<file path="src/rtl/dcb_pkg.sv">
package dcb_pkg;
   localparam int NUM_CTX = 2;

   // control and packed-field addresses
   localparam logic [7:0] ADR_SEL = 8'h07;
   localparam logic [7:0] ADR_HDR = 8'h0F;
   localparam logic [7:0] ADR_ADC = 8'h1C;
   localparam int SEL_BIT    = 15;
   localparam int PACK_B_LSB = 8;   // B copy of a packed field starts here

   // per-context address pairs, index = context (0 = A, 1 = B)
   localparam logic [NUM_CTX-1:0][7:0] ADR_COL = {8'hC9, 8'h01};
   localparam logic [NUM_CTX-1:0][7:0] ADR_ROW = {8'hCA, 8'h02};
   localparam logic [NUM_CTX-1:0][7:0] ADR_HGT = {8'hCB, 8'h03};
   localparam logic [NUM_CTX-1:0][7:0] ADR_WID = {8'hCC, 8'h04};
   localparam logic [NUM_CTX-1:0][7:0] ADR_RDM = {8'h0E, 8'h0D};
   localparam logic [NUM_CTX-1:0][7:0] ADR_SHT = {8'hD2, 8'h0B};
   localparam logic [NUM_CTX-1:0][7:0] ADR_V1  = {8'h39, 8'h31};
endpackage

</file>
<file path="src/rtl/dcb_store.sv">
module dcb_store
   import dcb_pkg::*;
#(
   parameter int ADDR_W = 8,
   parameter int DATA_W = 16,
   parameter int COL_W  = 10,
   parameter int ROW_W  = 9,
   parameter int HGT_W  = 9,
   parameter int WID_W  = 10,
   parameter int RM_W   = 6,
   parameter int ADC_W  = 2,
   parameter int SHT_W  = 15,
   parameter int V1_W   = 7,
   localparam int MAIN_W = COL_W + ROW_W + HGT_W + WID_W + RM_W + 1 + ADC_W,
   localparam int LAG_W  = SHT_W + V1_W
) (
   input  logic                             clk,
   input  logic                             rst_n,
   input  logic                             wr_en,
   input  logic [ADDR_W-1:0]                wr_addr,
   input  logic [DATA_W-1:0]                wr_data,
   output logic                             sel,
   output logic [NUM_CTX-1:0][MAIN_W-1:0]   main_set,
   output logic [NUM_CTX-1:0][LAG_W-1:0]    lag_set
);

   logic hit_sel, hit_hdr, hit_adc;
   assign hit_sel = wr_en && (wr_addr == ADDR_W'(ADR_SEL));
   assign hit_hdr = wr_en && (wr_addr == ADDR_W'(ADR_HDR));
   assign hit_adc = wr_en && (wr_addr == ADDR_W'(ADR_ADC));

   always_ff @(posedge clk) begin
      if (!rst_n)       sel <= 1'b0;
      else if (hit_sel) sel <= wr_data[SEL_BIT];
   end

   AST_SEL_LOAD: assert property (@(posedge clk) disable iff (!rst_n)
      hit_sel |=> sel == $past(wr_data[SEL_BIT]));
   AST_SEL_KEEP: assert property (@(posedge clk) disable iff (!rst_n)
      !hit_sel |=> $stable(sel));

   for (genvar c = 0; c < NUM_CTX; c++) begin : g_ctx
      logic [COL_W-1:0] col_q;
      logic [ROW_W-1:0] row_q;
      logic [HGT_W-1:0] hgt_q;
      logic [WID_W-1:0] wid_q;
      logic [RM_W-1:0]  rdm_q;
      logic             hdr_q;
      logic [ADC_W-1:0] adc_q;
      logic [SHT_W-1:0] sht_q;
      logic [V1_W-1:0]  v1_q;

      always_ff @(posedge clk) begin
         if (!rst_n) begin
            col_q <= '0; row_q <= '0; hgt_q <= '0; wid_q <= '0;
            rdm_q <= '0; hdr_q <= 1'b0; adc_q <= '0;
            sht_q <= '0; v1_q  <= '0;
         end else if (wr_en) begin
            if (wr_addr == ADDR_W'(ADR_COL[c])) col_q <= wr_data[COL_W-1:0];
            if (wr_addr == ADDR_W'(ADR_ROW[c])) row_q <= wr_data[ROW_W-1:0];
            if (wr_addr == ADDR_W'(ADR_HGT[c])) hgt_q <= wr_data[HGT_W-1:0];
            if (wr_addr == ADDR_W'(ADR_WID[c])) wid_q <= wr_data[WID_W-1:0];
            if (wr_addr == ADDR_W'(ADR_RDM[c])) rdm_q <= wr_data[RM_W-1:0];
            if (wr_addr == ADDR_W'(ADR_SHT[c])) sht_q <= wr_data[SHT_W-1:0];
            if (wr_addr == ADDR_W'(ADR_V1[c]))  v1_q  <= wr_data[V1_W-1:0];
            if (hit_hdr) hdr_q <= wr_data[c*PACK_B_LSB];
            if (hit_adc) adc_q <= wr_data[c*PACK_B_LSB +: ADC_W];
         end
      end

      assign main_set[c] = {col_q, row_q, hgt_q, wid_q, rdm_q, hdr_q, adc_q};
      assign lag_set[c]  = {sht_q, v1_q};

      AST_PACKED_SPLIT: assert property (@(posedge clk) disable iff (!rst_n)
         hit_hdr |=> hdr_q == $past(wr_data[c*PACK_B_LSB]));
   end

   // elaboration checks
   if (ADDR_W < 8) begin : g_bad_addr
      $error("dcb_store: ADDR_W must be at least 8");
   end
   if (DATA_W <= SEL_BIT || DATA_W < PACK_B_LSB + ADC_W) begin : g_bad_data
      $error("dcb_store: DATA_W too narrow for select or packed fields");
   end
   if (ADC_W > PACK_B_LSB) begin : g_bad_adc
      $error("dcb_store: ADC_W overlaps the B copy of the packed field");
   end
   if (COL_W > DATA_W || ROW_W > DATA_W || HGT_W > DATA_W || WID_W > DATA_W ||
       RM_W > DATA_W || SHT_W > DATA_W || V1_W > DATA_W) begin : g_bad_field
      $error("dcb_store: a field is wider than DATA_W");
   end
endmodule

</file>
<file path="src/rtl/dcb_frame_stage.sv">
module dcb_frame_stage #(
   parameter int W = 8
) (
   input  logic         clk,
   input  logic         rst_n,
   input  logic         frame_start,
   input  logic         pick,
   input  logic [W-1:0] in_a,
   input  logic [W-1:0] in_b,
   output logic [W-1:0] q
);
   always_ff @(posedge clk) begin
      if (!rst_n)           q <= '0;
      else if (frame_start) q <= pick ? in_b : in_a;
   end

   AST_HOLD_MIDFRAME: assert property (@(posedge clk) disable iff (!rst_n)
      !frame_start |=> $stable(q));

   if (W < 1) begin : g_bad_w
      $error("dcb_frame_stage: W must be positive");
   end
endmodule

</file>
<file path="src/rtl/dual_ctx_bank.sv">
module dual_ctx_bank
   import dcb_pkg::*;
#(
   parameter int ADDR_W  = 8,
   parameter int DATA_W  = 16,
   parameter int COL_W   = 10,
   parameter int ROW_W   = 9,
   parameter int HGT_W   = 9,
   parameter int WID_W   = 10,
   parameter int RM_W    = 6,
   parameter int ADC_W   = 2,
   parameter int SHT_W   = 15,
   parameter int V1_W    = 7,
   parameter bit SHT_LAG = 1'b1,
   localparam int MAIN_W = COL_W + ROW_W + HGT_W + WID_W + RM_W + 1 + ADC_W,
   localparam int LAG_W  = SHT_W + V1_W
) (
   input  logic              clk,
   input  logic              rst_n,
   input  logic              wr_en,
   input  logic [ADDR_W-1:0] wr_addr,
   input  logic [DATA_W-1:0] wr_data,
   input  logic              frame_start,
   output logic              active_ctx,
   output logic [COL_W-1:0]  col_start,
   output logic [ROW_W-1:0]  row_start,
   output logic [HGT_W-1:0]  win_height,
   output logic [WID_W-1:0]  win_width,
   output logic [RM_W-1:0]   read_mode,
   output logic              hdr_en,
   output logic [ADC_W-1:0]  adc_res,
   output logic [SHT_W-1:0]  shutter_total,
   output logic [V1_W-1:0]   v1_ctrl
);

   logic                           sel_w;
   logic [NUM_CTX-1:0][MAIN_W-1:0] main_set;
   logic [NUM_CTX-1:0][LAG_W-1:0]  lag_set;
   logic [MAIN_W-1:0]              main_q;
   logic [LAG_W-1:0]               lag_q;
   logic                           lag_pick;

   dcb_store #(
      .ADDR_W(ADDR_W), .DATA_W(DATA_W), .COL_W(COL_W), .ROW_W(ROW_W),
      .HGT_W(HGT_W), .WID_W(WID_W), .RM_W(RM_W), .ADC_W(ADC_W),
      .SHT_W(SHT_W), .V1_W(V1_W)
   ) i_store (
      .clk(clk), .rst_n(rst_n), .wr_en(wr_en), .wr_addr(wr_addr),
      .wr_data(wr_data), .sel(sel_w), .main_set(main_set), .lag_set(lag_set)
   );

   // active context flag: a one-bit frame stage choosing constant 0 or 1
   dcb_frame_stage #(.W(1)) i_ctx_stage (
      .clk(clk), .rst_n(rst_n), .frame_start(frame_start), .pick(sel_w),
      .in_a(1'b0), .in_b(1'b1), .q(active_ctx)
   );

   dcb_frame_stage #(.W(MAIN_W)) i_main_stage (
      .clk(clk), .rst_n(rst_n), .frame_start(frame_start), .pick(sel_w),
      .in_a(main_set[0]), .in_b(main_set[1]), .q(main_q)
   );

   // exposure group: lagged by one frame, or aligned with the main group
   if (SHT_LAG) begin : g_lag
      assign lag_pick = active_ctx;
      AST_LAG_PREV_CTX: assert property (@(posedge clk) disable iff (!rst_n)
         frame_start |=> lag_q == $past(lag_set[active_ctx]));
   end else begin : g_nolag
      assign lag_pick = sel_w;
   end

   dcb_frame_stage #(.W(LAG_W)) i_lag_stage (
      .clk(clk), .rst_n(rst_n), .frame_start(frame_start), .pick(lag_pick),
      .in_a(lag_set[0]), .in_b(lag_set[1]), .q(lag_q)
   );

   assign {col_start, row_start, win_height, win_width,
           read_mode, hdr_en, adc_res} = main_q;
   assign {shutter_total, v1_ctrl} = lag_q;

   AST_CTX_TRACK: assert property (@(posedge clk) disable iff (!rst_n)
      frame_start |=> active_ctx == $past(sel_w));
   AST_CTX_STEADY: assert property (@(posedge clk) disable iff (!rst_n)
      !frame_start |=> $stable(active_ctx));
   AST_MAIN_NEW_CTX: assert property (@(posedge clk) disable iff (!rst_n)
      frame_start |=> main_q == $past(main_set[sel_w]));
   AST_OUT_HOLD: assert property (@(posedge clk) disable iff (!rst_n)
      !frame_start |=> $stable(col_start) && $stable(shutter_total));
endmodule

</file>
<file path="config.mk">
export PLATFORM = sky130hd
export DESIGN_NAME = dual_ctx_bank
export DESIGN_NICKNAME = d
export VERILOG_FILES = /design/src/rtl/dcb_pkg.sv /design/src/rtl/dcb_store.sv /design/src/rtl/dcb_frame_stage.sv /design/src/rtl/dual_ctx_bank.sv
export SDC_FILE = /design/constraint.sdc
export NUM_CORES = 1
export LEC_CHECK = 0
export ABC_CLOCK_PERIOD_IN_PS = 3200
export BUFFER_PORTS_ARGS = -buffer_cell sky130_fd_sc_hd__clkbuf_2
export CAP_MARGIN = 0
export CORE_MARGIN = 1.5
export CORE_UTILIZATION = 32
export DETAILED_ROUTE_END_ITERATION = 12
export HOLD_SLACK_MARGIN = 0.05
export PLACE_DENSITY = 0.54
export RECOVER_POWER = 100
export SYNTH_ARGS = -nofsm -noshare
export SYNTH_HDL_FRONTEND = slang
export SYNTH_SLANG_ARGS = --single-unit
</file>
<file path="constraint.sdc">
create_clock -name clk -period 3.2 [get_ports clk]
set_clock_uncertainty 0.05 [all_clocks]
set_input_delay 0.32 -clock clk [delete_from_list [all_inputs] [get_ports clk]]
set_output_delay 0.32 -clock clk [all_outputs]
set_load 0.1 [all_outputs]
</file>
==> impl_results.rst, run 1 <==
.. list-table::
   :header-rows: 1

   * - Metric
     - Value
   * - Clk pin slew, worst setup/hold paths
     - 0.06 ns
   * - Total number of placement rows
     - 58
   * - Commonest non-fill, non-tap cells in the layout
     - 225 x sky130_fd_sc_hd__nand2_1, 209 x sky130_fd_sc_hd__mux2i_1, 209 x sky130_fd_sc_hd__dfxtp_1, 72 x sky130_fd_sc_hd__clkbuf_1, 69 x sky130_fd_sc_hd__o211a_1
   * - Width of the chip
     - 164.7 um
   * - Worst hold path class
     - in2reg
   * - DRC viols
     - 0
   * - Final Wtd Congestion
     - 0.6975
   * - Launch point of the critical path
     - i_store.sel
   * - Maximum clock frequency
     - 0.4189 GHz
   * - Wire length per cell
     - 16.12 um
   * - Clk network pwr share
     - 47.7%
   * - Leading area contributor after synthesis
     - sky130_fd_sc_hd__dfxtp_1
   * - WS Path Type
     - reg2reg
   * - CTS buffer count
     - 25
   * - Vias per std cell
     - 4.819
   * - Warning count from the yosys run
     - 0
   * - Number of sinks on the clock net
     - 209
   * - Maximum vdd ir drop
     - 0.2816 mV
   * - HPWL after detailed placement
     - 12,200 um
   * - Max H-tree Level
     - 1
   * - Violations in the final reports
     - max-capacitance violations, max-slew violations
   * - Die footprint
     - 27,120 sq um
   * - Number of buffers inserted to repair setup after CTS
     - 0
   * - Post-synthesis cell area
     - 8366 sq um
   * - Synth area leaders
     - sky130_fd_sc_hd__dfxtp_1 50%, sky130_fd_sc_hd__mux2i_1 25%, sky130_fd_sc_hd__nand2_1 10%
   * - Leakage power
     - 4.935 nW
   * - Cell variety after synth
     - 22
   * - Buffer type at the clock tree root
     - sky130_fd_sc_hd__clkbuf_16
   * - DP Cell Count
     - 1,174
   * - Pins over their slew limit
     - 50
   * - Setup slack on the worst flop-to-flop path
     - 0.81 ns
   * - Detailed-routing iteration count for the pre-antenna-repair pass
     - 4
   * - Internal power of the cells
     - 4.596 mW
   * - Average footprint of a synthesized cell
     - 10.30 sq um
   * - Via count
     - 5,898
   * - Placeable Area
     - 25,400 sq um
   * - Origin of the critical flop-to-flop path
     - i_store.sel
   * - Switching Fraction
     - 25.77%
   * - Number of global-route vias before repair
     - 5,839
   * - IO buf count
     - 97
   * - Clock tree from TritonCTS
     - yes
   * - Area Growth Syn to Fin
     - 17.99%
   * - Switching power
     - 1.595 mW
   * - Share of power burned in combinational logic
     - 9.1%
   * - Final setup violation count
     - 0
   * - Status
     - complete, but fails checks
   * - Post-cts gate resize count
     - 0
   * - NumNets Final
     - 904
   * - Area fraction of the dominant cell type after synthesis
     - 50.01%
   * - Path depth of the worst reg2reg path
     - 4
   * - Layout cell share with drive strength beyond 1
     - 9.172%
   * - Antenna violations before repair
     - 0
   * - Number of I/O pins
     - 98
   * - End of the worst register-to-register path
     - i_main_stage.q[27]
   * - Top fanout value on the critical path
     - 49
   * - CP endpoint kind
     - register
   * - Final routed wirelength across all metal layers
     - 19,730 um
   * - First-iteration detailed-routing DRC count
     - 287
   * - Global-route usage over all layers
     - 14.81%
   * - Global-route wire length before repair
     - 31,690 um
   * - Die height
     - 164.7 um
   * - Required time at the endpoint of the critical path
     - 3.55 ns
   * - Sequential Power Share
     - 43.1%
   * - Most common cell after layout, fill and taps aside
     - sky130_fd_sc_hd__nand2_1
   * - Worst skew pair latency
     - 0.52 ns
   * - Worst-case headroom to the max-slew limit
     - -17.64%
   * - Sequential element share of the synthesized area
     - 50.01%
   * - Post-Synthesis Net Count
     - 840
   * - Post-route non-filler standard cell count
     - 1,224
   * - Total negative setup slack
     - 0 ns
   * - Max_cap viols
     - 1
   * - Endpoints failing hold
     - 0
   * - Pin count of the biggest net entering global routing
     - 92
   * - Maximum count of clock buffers along a single path
     - 3
   * - Final Cycle Share
     - 74.60%
   * - Residual overflow from global routing
     - 0
   * - Number of synthesized register bits
     - 209
   * - Post-CTS Hold Fix Bufs
     - 5
   * - Inserted Diodes
     - 0
   * - Post-Syn Instances
     - 812
   * - RSZ-0062 raised after global routing
     - false
   * - CP Data Arrival Time
     - 2.74 ns
   * - Type of origin of the critical path
     - register
   * - Critical Path Sink
     - i_main_stage.q[27]
   * - Pwr Density
     - 627.2 nW/um^2
   * - Initial standard-cell utilization of the core
     - 32.94%
   * - Transition time of the tightest slew-check pin
     - 1.765 ns
   * - Period minus WS final
     - 2.387 ns
   * - ANT nets after route
     - 0
sequential cells by signal (all words and copies together), names as in the netlist:
name,count
i_store.g_ctx.sht_q,30
i_store.g_ctx.hdr_q,2
i_store.g_ctx.adc_q,4
i_store.g_ctx.wid_q,20
i_main_stage.q,47
i_lag_stage.q,22
i_store.g_ctx.hgt_q,18
i_store.sel,1
i_store.g_ctx.v1_q,14
i_store.g_ctx.rdm_q,12
i_store.g_ctx.row_q,18
i_store.g_ctx.col_q,20
i_ctx_stage.q,1
through the flow:
step           worst slack [ns]  utilization [%]  instance area (sq um)  hold slack (ns)  total power [mW]
2_1_floorplan             1.161                -                   8366           0.3841             3.176
3_3_place_gp              1.062            35.64                   9052           0.3917             3.305
3_5_place_dp              1.036            35.64                   9052           0.3960             3.306
4_1_cts                   1.198            39.30                   9981          0.06791             6.290
5_1_grt                  0.6373            38.86                   9871          0.06919             6.422
6_report                 0.8127            38.86                   9871          0.06074             6.191
Yosys cell counts:
cell type	n
sky130_fd_sc_hd__and3b_1	3
sky130_fd_sc_hd__dfxtp_1	209
sky130_fd_sc_hd__nand4b_1	1
sky130_fd_sc_hd__nand4b_2	1
sky130_fd_sc_hd__buf_1	2
sky130_fd_sc_hd__clkbuf_1	49
sky130_fd_sc_hd__nor2_1	2
sky130_fd_sc_hd__and4bb_2	3
sky130_fd_sc_hd__nand3_4	1
sky130_fd_sc_hd__nand2_1	225
sky130_fd_sc_hd__and3_1	1
sky130_fd_sc_hd__and2b_1	1
sky130_fd_sc_hd__nor2b_1	2
sky130_fd_sc_hd__nand3_1	9
sky130_fd_sc_hd__buf_2	13
sky130_fd_sc_hd__mux2i_1	209
sky130_fd_sc_hd__o211a_1	69
sky130_fd_sc_hd__buf_6	2
sky130_fd_sc_hd__and4_1	3
sky130_fd_sc_hd__buf_4	5
sky130_fd_sc_hd__nor4_4	1
sky130_fd_sc_hd__nand4_1	1
worst max-delay path, cell delays in order (launching register included):
cell and delay (ns):
sky130_fd_sc_hd__dfxtp_1 0.31, sky130_fd_sc_hd__clkbuf_2 1.27, sky130_fd_sc_hd__mux2i_1 0.30, sky130_fd_sc_hd__nand2_1 0.16
sky130_fd_sc_hd__o211a_1 0.17
power by group through the flow:
stage	registers (mW)	clock network [mW]	logic (mW)
2_1_floorplan	3.03	0	0.150
3_3_place_gp	2.73	0	0.577
3_5_place_dp	2.73	0	0.578
4_1_cts	2.67	3.04	0.583
5_1_grt	2.67	3.15	0.596
6_report	2.67	2.96	0.565
layout make-up:
class | instances | area [sq um]
well taps | 330 | 412.9
multi-input cells | 532 | 3865
clock inverters | 10 | 135.1
flip-flops and latches | 209 | 4184
clock buffers | 35 | 743.2
repair buffers | 108 | 530.5
fillers | 2565 | 15530
worst min path at each step:
stage,slack (ns),end,from,cells after the start
3_3_place_gp,0.39,i_store.g_ctx[0].rdm_q[3],i_store.g_ctx[0].rdm_q[3],2
6_report,0.06,i_store.g_ctx[0].sht_q[14],wr_data[14],3
3_5_place_dp,0.40,i_store.g_ctx[0].rdm_q[0],i_store.g_ctx[0].rdm_q[0],2
5_1_grt,0.07,i_store.g_ctx[0].sht_q[14],wr_data[14],3
2_1_floorplan,0.38,i_store.g_ctx[0].hdr_q,i_store.g_ctx[0].hdr_q,2
4_1_cts,0.07,i_store.g_ctx[0].sht_q[14],wr_data[14],3
per-layer routing:
metal,share of wire (%),wire [um],global-route usage [%],up-vias
met1,46,9145,19.39,2850
li1,-,-,-,2922
met5,0,0,0,-
met4,1.4,279,3.808,0
met2,47,9342,25.10,108
met3,4.9,962,2.612,18
logic make-up after synthesis:
family | after synthesis | share of synthesized area [%]
AOI/OAI and AO/OA | 69 | 8.256
and+or+nand+nor | 254 | 12.94
buffers and inverters | 71 | 3.784
DFF | 209 | 50.01
muxes | 209 | 25.01
Note: power is estimated with default switching activity, not from simulation.
==> run 2: changes to the inputs <==
--- a/config.mk
+++ b/config.mk
@@ -5,14 +5,14 @@
 export SDC_FILE = /design/constraint.sdc
 export NUM_CORES = 1
 export LEC_CHECK = 0
-export ABC_CLOCK_PERIOD_IN_PS = 3200
+export ABC_CLOCK_PERIOD_IN_PS = 2100
 export BUFFER_PORTS_ARGS = -buffer_cell sky130_fd_sc_hd__clkbuf_2
 export CAP_MARGIN = 0
 export CORE_MARGIN = 1.5
 export CORE_UTILIZATION = 32
 export DETAILED_ROUTE_END_ITERATION = 12
 export HOLD_SLACK_MARGIN = 0.05
-export PLACE_DENSITY = 0.54
+export PLACE_DENSITY = 0.56
 export RECOVER_POWER = 100
 export SYNTH_ARGS = -nofsm -noshare
 export SYNTH_HDL_FRONTEND = slang
==> constraint.sdc (replaced) <==
create_clock -name clk -period 2.1 [get_ports clk]
set_clock_uncertainty 0.05 [all_clocks]
set_input_delay 0.21 -clock clk [delete_from_list [all_inputs] [get_ports clk]]
set_output_delay 0.21 -clock clk [all_outputs]
set_load 0.1 [all_outputs]
==> run 2 against run 1 <==
Final cell count up 2.1%. Design area rose by 2.5%. Non-clock buffer count increased by 31. Global-route usage is essentially flat. Power grew 51%. The run now ends clean. Via count increased by 0.41%. Wire length decreased by 0.54%. Critical path depth down 2. Die area is the same.
==> impl_results.rst, run 2 (synthesis gave the netlist of run 1 again) <==
.. list-table::
   :header-rows: 1

   * - Metric
     - Value
   * - Status
     - complete, no violations
   * - Internal power of the cells
     - 6.964 mW (+52%)
   * - Pwr Density
     - 922.8 nW/um^2 (+47%)
   * - Switching Fraction
     - 25.40% (-0.37 points)
   * - Required time at the endpoint of the critical path
     - 1.84 ns (-1.71 ns)
   * - Detailed-routing iteration count for the pre-antenna-repair pass
     - 4 (unchanged)
   * - Placeable Area
     - 25,400 sq um (unchanged)
   * - Place WS
     - 0.4866 ns (-0.5495 ns)
   * - Worst-case headroom to the max-slew limit
     - 30.01% (+48 points)
   * - CP Data Arrival Time
     - 1.59 ns (-1.15 ns)
   * - Number of global-route vias before repair
     - 5,915 (+1.3%)
   * - Initial standard-cell utilization of the core
     - 32.94% (unchanged)
   * - Width of the chip
     - 164.7 um (unchanged)
   * - IO buf count
     - 97 (unchanged)
   * - Final cell utilization of the core
     - 39.83% (+0.97 points)
   * - Cell count of the worst hold path
     - 4 (+1)
   * - Final setup violation count
     - 0 (unchanged)
   * - Period minus WS final
     - 1.845 ns
   * - Pins over their slew limit
     - 0 (-100%)
   * - DRC viols
     - 0 (unchanged)
   * - CTS buffer count
     - 24 (-4.0%)
   * - Transition time of the tightest slew-check pin
     - 1.050 ns (-0.7148 ns)
   * - Setup slack on the worst flop-to-flop path
     - 0.26 ns (-0.55 ns)
   * - Pin count of the biggest net entering global routing
     - 81 (-12%)
   * - Clk network pwr share
     - 46.8% (-0.9 points)
   * - Maximum clock frequency
     - 0.5419 GHz
   * - Residual overflow from global routing
     - 0 (unchanged)
   * - Area Growth Syn to Fin
     - 20.94%
   * - Hold path startpoint
     - wr_data[8]
   * - WS Path Type
     - reg2out
   * - Most common cell after layout, fill and taps aside
     - sky130_fd_sc_hd__nand2_1
   * - Origin of the critical flop-to-flop path
     - i_store.sel
   * - Crit path cell chain
     - buf_4 > clkbuf_4
   * - Global-route wire length before repair
     - 31,680 um (about the same)
   * - CP endpoint kind
     - output pin
   * - Largest registers
     - i_main_stage.q: 47 flops, i_store.g_ctx.sht_q: 30 flops, i_lag_stage.q: 22 flops
   * - Leakage power
     - 5.258 nW (+6.5%)
   * - Maximum count of clock buffers along a single path
     - 3 (unchanged)
   * - Inserted Diodes
     - 0 (unchanged)
   * - Number of sinks on the clock net
     - 209 (unchanged)
   * - Commonest non-fill, non-tap cells in the layout
     - 225 x sky130_fd_sc_hd__nand2_1, 209 x sky130_fd_sc_hd__mux2i_1, 209 x sky130_fd_sc_hd__dfxtp_1, 97 x sky130_fd_sc_hd__clkbuf_2, 69 x sky130_fd_sc_hd__o211a_1
   * - Die height
     - 164.7 um (unchanged)
   * - Vias per std cell
     - 4.738 (-1.7%)
   * - Hold-critical path endpoint
     - i_store.g_ctx[1].col_q[8]
   * - DP Cell Count
     - 1,202 (+2.4%)
   * - Maximum vdd ir drop
     - 0.4440 mV (+58%)
   * - Top reg by flops
     - i_main_stage.q
   * - Final routed wirelength across all metal layers
     - 19,620 um (-0.54%)
   * - Wire length per cell
     - 15.70 um (-2.6%)
   * - Total negative setup slack
     - 0 ns (unchanged)
   * - Path depth of the worst reg2reg path
     - 4 (unchanged)
   * - Sequential Power Share
     - 43.6% (+0.5 points)
   * - Clk pin slew, worst setup/hold paths
     - 0.06 ns (about the same)
   * - RSZ-0062 raised after global routing
     - false
   * - Via count
     - 5,922 (+0.41%)
   * - Minimum setup slack in the final design
     - 0.2546 ns (-0.5580 ns)
   * - End of the worst register-to-register path
     - i_store.sel
   * - Number of buffers inserted to repair setup after CTS
     - 0 (unchanged)
   * - Share of power burned in combinational logic
     - 9.6% (+0.5 points)
   * - Layout cell share with drive strength beyond 1
     - 18.04% (+8.9 points)
   * - Total number of placement rows
     - 58 (unchanged)
   * - Clock tree from TritonCTS
     - yes
   * - Worst skew pair latency
     - 0.51 ns (about the same)
   * - Switching power
     - 2.371 mW (+49%)
   * - First-iteration detailed-routing DRC count
     - 285 (-0.70%)
   * - Filler Cell Count
     - 2,537 (-1.1%)
   * - Global-route usage over all layers
     - 14.84% (+0.029 points)
   * - Footprint of the multi-input gates
     - 3865 sq um (unchanged)
   * - Number of flip-flops in the largest register
     - 47 (unchanged)
   * - Worst hold path class
     - in2reg
   * - Endpoints failing hold
     - 0 (unchanged)
   * - HPWL after detailed placement
     - 12,680 um (+3.9%)
   * - NumNets Final
     - 934 (+3.3%)
   * - Buffer type at the clock tree root
     - sky130_fd_sc_hd__clkbuf_16
   * - Max H-tree Level
     - 1 (unchanged)
   * - Type of origin of the critical path
     - register
   * - Cell with the largest stage delay on the worst path
     - sky130_fd_sc_hd__clkbuf_4
   * - Final Wtd Congestion
     - 0.7032 (+0.82%)
   * - Top fanout value on the critical path
     - 17 (-65%)
   * - Max_cap viols
     - 0 (-1)
   * - Die footprint
     - 27,120 sq um (unchanged)
   * - ANT nets after route
     - 0 (unchanged)
   * - Antenna violations before repair
     - 0 (unchanged)
   * - Post-route non-filler standard cell count
     - 1,250 (+2.1%)
   * - Largest stage delay on the critical path
     - 0.42 ns (-0.85 ns)
   * - Sequential cell area
     - 4184 sq um (unchanged)
   * - Final Cycle Share
     - 87.88%
   * - Number of I/O pins
     - 98 (unchanged)
run 2: stage by stage:
step	area, sq um	power [mW]	hold slack (ns)
after detailed placement	9265	5.058	0.3973
final	10120	9.336	0.1283
after CTS	10170	9.461	0.1120
after global routing	10120	9.653	0.1394
after floorplan	8366	4.840	0.2988
after global placement	9265	5.058	0.3915
run 2: critical path: cells and delay by family, from the launching register on:
| family | cells | cell delay, ns |
|---|---|---|
| flops | 1 | 0.33 |
| buf+inv | 2 | 0.73 |
run 2: how the worst max path moves through the flow:
stage / end / cells past startpoint / startpoint
floorplan: i_lag_stage.q[10] / 5 / i_ctx_stage.q
global route: i_store.sel / 4 / i_store.sel
finish: active_ctx / 2 / i_ctx_stage.q
detailed placement: i_store.g_ctx[0].rdm_q[2] / 5 / wr_addr[4]
CTS: i_store.sel / 6 / rst_n
global placement: i_store.g_ctx[1].rdm_q[1] / 5 / wr_addr[4]
run 2: power groups by stage:
stage                     clock network, mW  logic (mW)  registers (mW)
after floorplan                           0       0.228            4.61
after global placement                    0       0.899            4.16
after detailed placement                  0       0.899            4.16
after CTS                              4.48       0.912            4.07
after global routing                   4.63       0.943            4.08
final                                  4.37       0.897            4.07
run 2: repair_timing:
item,in CTS,in global routing
hold buffers,8,0
hold endpoints to repair,17,0
resized for setup,0,0
run 2: final cells by class:
class / instances / area share, %
Sequential cell: 209 / 41.36
Multi-Input combinational cell: 532 / 38.20
Timing Repair Buffer: 139 / 8.175
Clock buffer: 33 / 6.777
Tap cell: 330 / 4.081
Clock inverter: 7 / 1.410
run 2: per-layer routing:
layer  vias to the layer above  track usage (%)  part of all wire (%)
li1                       2988                -                     -
met2                        90            24.71                    46
met5                         -                0                     0
met1                      2819            19.88                    48
met4                         0            4.136                   1.6
met3                        25            2.260                   3.9
==> run 3: changes to the inputs <==
==> constraint.sdc (replaced) <==
create_clock -name clk -period 2.1 [get_ports clk]
set_clock_uncertainty 0.05 [all_clocks]
set_input_delay 0.21 -clock clk [delete_from_list [all_inputs] [get_ports clk]]
set_output_delay 0.21 -clock clk [all_outputs]
set_load 0.005 [all_outputs]
==> run 3 against run 2 <==
Count of clock-buffer cells in the layout rose by 2. Final cell count grew 0.16%. Register-to-register slack hardly changed. Sequential share of layout area increased by 0.11 points. Global-route usage rose by 0.23 points. Non-clock buffer count did not move. Worst hold slack better by 0.0023 ns. Fmax rose by 0.54%. Core utilization fell by 0.098 points. Largest power group unchanged.
==> impl_results.rst, run 3 (synthesis gave the netlist of run 1 again) <==
.. list-table::
   :header-rows: 1

   * - Metric
     - Value
   * - Maximum clock frequency
     - 0.5448 GHz (+0.54%)
   * - Final routed wirelength across all metal layers
     - 19,990 um (+1.9%)
   * - IO buf count
     - 97 (unchanged)
   * - Global-route wire length before repair
     - 32,310 um (+2.0%)
   * - Inserted Diodes
     - 0 (unchanged)
   * - Switching power
     - 1.935 mW (-18%)
   * - Max H-tree Level
     - 1 (unchanged)
   * - Critical Path Sink
     - i_store.sel
   * - CP endpoint kind
     - register
   * - Worst-case headroom to the max-slew limit
     - 42.16% (+12 points)
   * - Status
     - complete, no violations
   * - Via count
     - 5,946 (+0.41%)
   * - Placeable Area
     - 25,400 sq um (unchanged)
   * - Top fanout value on the critical path
     - 34 (+17)
   * - Number of sinks on the clock net
     - 209 (unchanged)
   * - CP Data Arrival Time
     - 2.23 ns (+0.64 ns)
   * - Area Growth Syn to Fin
     - 20.64%
   * - HPWL after detailed placement
     - 12,840 um (+1.3%)
   * - Maximum vdd ir drop
     - 0.3924 mV (-12%)
   * - Switching Fraction
     - 21.94% (-3.5 points)
   * - Footprint of the multi-input gates
     - 3865 sq um (unchanged)
   * - DP Cell Count
     - 1,202 (unchanged)
   * - Most common cell after layout, fill and taps aside
     - sky130_fd_sc_hd__nand2_1
   * - Clk network pwr share
     - 48.9% (+2.1 points)
   * - Clock tree from TritonCTS
     - yes
   * - Origin of the critical flop-to-flop path
     - i_store.sel
   * - Share of power burned in combinational logic
     - 5.0% (-4.6 points)
   * - Number of buffers inserted to repair setup after CTS
     - 0 (unchanged)
   * - Post-route non-filler standard cell count
     - 1,252 (+0.16%)
   * - CTS buffer count
     - 25 (+4.2%)
   * - Max_cap viols
     - 0 (unchanged)
   * - Sequential cell area
     - 4185 sq um (about the same)
   * - Launch point of the critical path
     - i_store.sel
   * - Number of flip-flops in the largest register
     - 47 (unchanged)
   * - Type of origin of the critical path
     - register
   * - Internal power of the cells
     - 6.884 mW (-1.2%)
   * - Minimum setup slack in the final design
     - 0.2645 ns (+0.009862 ns)
   * - Total negative setup slack
     - 0 ns (unchanged)
   * - Layout cell share with drive strength beyond 1
     - 14.21% (-3.8 points)
   * - Top reg by flops
     - i_main_stage.q
   * - Clk pin slew, worst setup/hold paths
     - 0.06 ns (about the same)
   * - Pwr Density
     - 873.8 nW/um^2 (-5.3%)
   * - NumNets Final
     - 935 (+0.11%)
   * - Die footprint
     - 27,120 sq um (unchanged)
   * - Worst hold path class
     - in2reg
   * - Path depth of the worst reg2reg path
     - 4 (unchanged)
   * - Place WS
     - 0.4863 ns (-0.0003690 ns)
   * - Final setup violation count
     - 0 (unchanged)
   * - Number of global-route vias before repair
     - 5,839 (-1.3%)
   * - Final Cycle Share
     - 87.41% (-0.47 points)
   * - Setup slack on the worst flop-to-flop path
     - 0.26 ns (about the same)
   * - Final Wtd Congestion
     - 0.7118 (+1.2%)
   * - Period minus WS final
     - 1.836 ns (-0.009862 ns)
   * - Pin count of the biggest net entering global routing
     - 76 (-6.2%)
   * - Leakage power
     - 5.139 nW (-2.3%)
   * - Endpoints failing hold
     - 0 (unchanged)
   * - Transition time of the tightest slew-check pin
     - 0.8677 ns (-0.1821 ns)
   * - First-iteration detailed-routing DRC count
     - 276 (-3.2%)
   * - Required time at the endpoint of the critical path
     - 2.49 ns (+0.65 ns)
   * - Buffer type at the clock tree root
     - sky130_fd_sc_hd__clkbuf_16
   * - Largest registers
     - i_main_stage.q: 47 flops, i_store.g_ctx.sht_q: 30 flops, i_lag_stage.q: 22 flops
   * - DRC viols
     - 0 (unchanged)
   * - Worst skew pair latency
     - 0.50 ns (about the same)
   * - Commonest non-fill, non-tap cells in the layout
     - 225 x sky130_fd_sc_hd__nand2_1, 209 x sky130_fd_sc_hd__mux2i_1, 208 x sky130_fd_sc_hd__dfxtp_1, 69 x sky130_fd_sc_hd__o211a_1, 59 x sky130_fd_sc_hd__clkbuf_2
   * - Initial standard-cell utilization of the core
     - 32.94% (unchanged)
   * - RSZ-0062 raised after global routing
     - false
   * - Global-route usage over all layers
     - 15.07% (+0.23 points)
   * - Detailed-routing iteration count for the pre-antenna-repair pass
     - 6 (+2)
   * - Die height
     - 164.7 um (unchanged)
   * - End of the worst register-to-register path
     - i_store.sel
   * - WS Path Type
     - reg2reg
   * - Width of the chip
     - 164.7 um (unchanged)
   * - Sequential Power Share
     - 46.2% (+2.6 points)
   * - Maximum count of clock buffers along a single path
     - 3 (unchanged)
   * - Number of I/O pins
     - 98 (unchanged)
   * - Wire length per cell
     - 15.96 um (+1.7%)
   * - Antenna violations before repair
     - 0 (unchanged)
   * - Pins over their slew limit
     - 0 (unchanged)
   * - Filler Cell Count
     - 2,584 (+1.9%)
   * - Total number of placement rows
     - 58 (unchanged)
   * - Post-cts gate resize count
     - 0 (unchanged)
   * - Post-CTS Hold Fix Bufs
     - 8 (unchanged)
   * - ANT nets after route
     - 0 (unchanged)
   * - Residual overflow from global routing
     - 0 (unchanged)
   * - Vias per std cell
     - 4.749 (+0.24%)
run 3: changes by cell type in the layout (fill, tap and decap cells not counted):
cell and delta:
sky130_fd_sc_hd__clkbuf_1 +38, sky130_fd_sc_hd__bufinv_16 -1, sky130_fd_sc_hd__clkbuf_8 +1, sky130_fd_sc_hd__inv_6 -2
sky130_fd_sc_hd__clkinv_4 +2, sky130_fd_sc_hd__buf_4 -1, sky130_fd_sc_hd__clkinv_2 +1, sky130_fd_sc_hd__clkbuf_2 -38
sky130_fd_sc_hd__dfxtp_2 +1, sky130_fd_sc_hd__dfxtp_1 -1, sky130_fd_sc_hd__buf_12 +2
run 3: how the worst min path moves through the flow:
| stage | startpoint | endpoint | depth (start not counted) |
|---|---|---|---|
| floorplan | wr_data[15] | i_store.sel | 2 |
| global placement | i_store.g_ctx[0].rdm_q[2] | i_store.g_ctx[0].rdm_q[2] | 2 |
| detailed placement | i_store.g_ctx[1].rdm_q[4] | i_store.g_ctx[1].rdm_q[4] | 2 |
| CTS | wr_data[8] | i_store.g_ctx[0].col_q[8] | 4 |
| global route | wr_data[8] | i_store.g_ctx[1].adc_q[0] | 4 |
| finish | wr_data[8] | i_store.g_ctx[1].wid_q[8] | 4 |
run 3: cell type report:
cell class | instances | share of cell area, %
tap | 330 | 4.091
sequential | 209 | 41.47
timing repair buffer | 139 | 8.009
multi-input combinational | 532 | 38.30
clock inverter | 7 | 1.165
clock buffer | 35 | 6.967
run 3: critical path, cell delays in order, from the launching register on:
cell and delay [ns]:
sky130_fd_sc_hd__dfxtp_2 0.32, sky130_fd_sc_hd__clkbuf_4 0.57, sky130_fd_sc_hd__nand2_1 0.10, sky130_fd_sc_hd__mux2i_1 0.16, sky130_fd_sc_hd__dlygate4sd3_1 0.57
run 3: stage by stage:
step,hold WS (ns),utilization [%],area [sq um],total power [mW]
6_report,0.1306,39.73,10090,8.818
5_1_grt,0.1456,39.73,10090,9.163
3_5_place_dp,0.3968,36.57,9288,4.611
3_3_place_gp,0.3913,36.57,9288,4.610
2_1_floorplan,0.2988,-,8366,4.386
4_1_cts,0.1153,40.11,10190,8.978
run 3: power by group through the flow:
| stage | clock (mW) | combinational (mW) | sequential, mW |
|---|---|---|---|
| 2_1_floorplan | 0 | 0.228 | 4.16 |
| 3_3_place_gp | 0 | 0.452 | 4.16 |
| 3_5_place_dp | 0 | 0.452 | 4.16 |
| 4_1_cts | 4.44 | 0.465 | 4.07 |
| 5_1_grt | 4.60 | 0.485 | 4.08 |
| 6_report | 4.31 | 0.440 | 4.07 |
run 3: metal layers:
metal | up-vias | wire length [um] | GRT usage (%)
met5 | - | 0 | 0
met1 | 2853 | 9549 | 20.52
met3 | 25 | 761 | 2.260
met2 | 79 | 9397 | 25.02
li1 | 2989 | - | -
met4 | 0 | 279 | 3.522
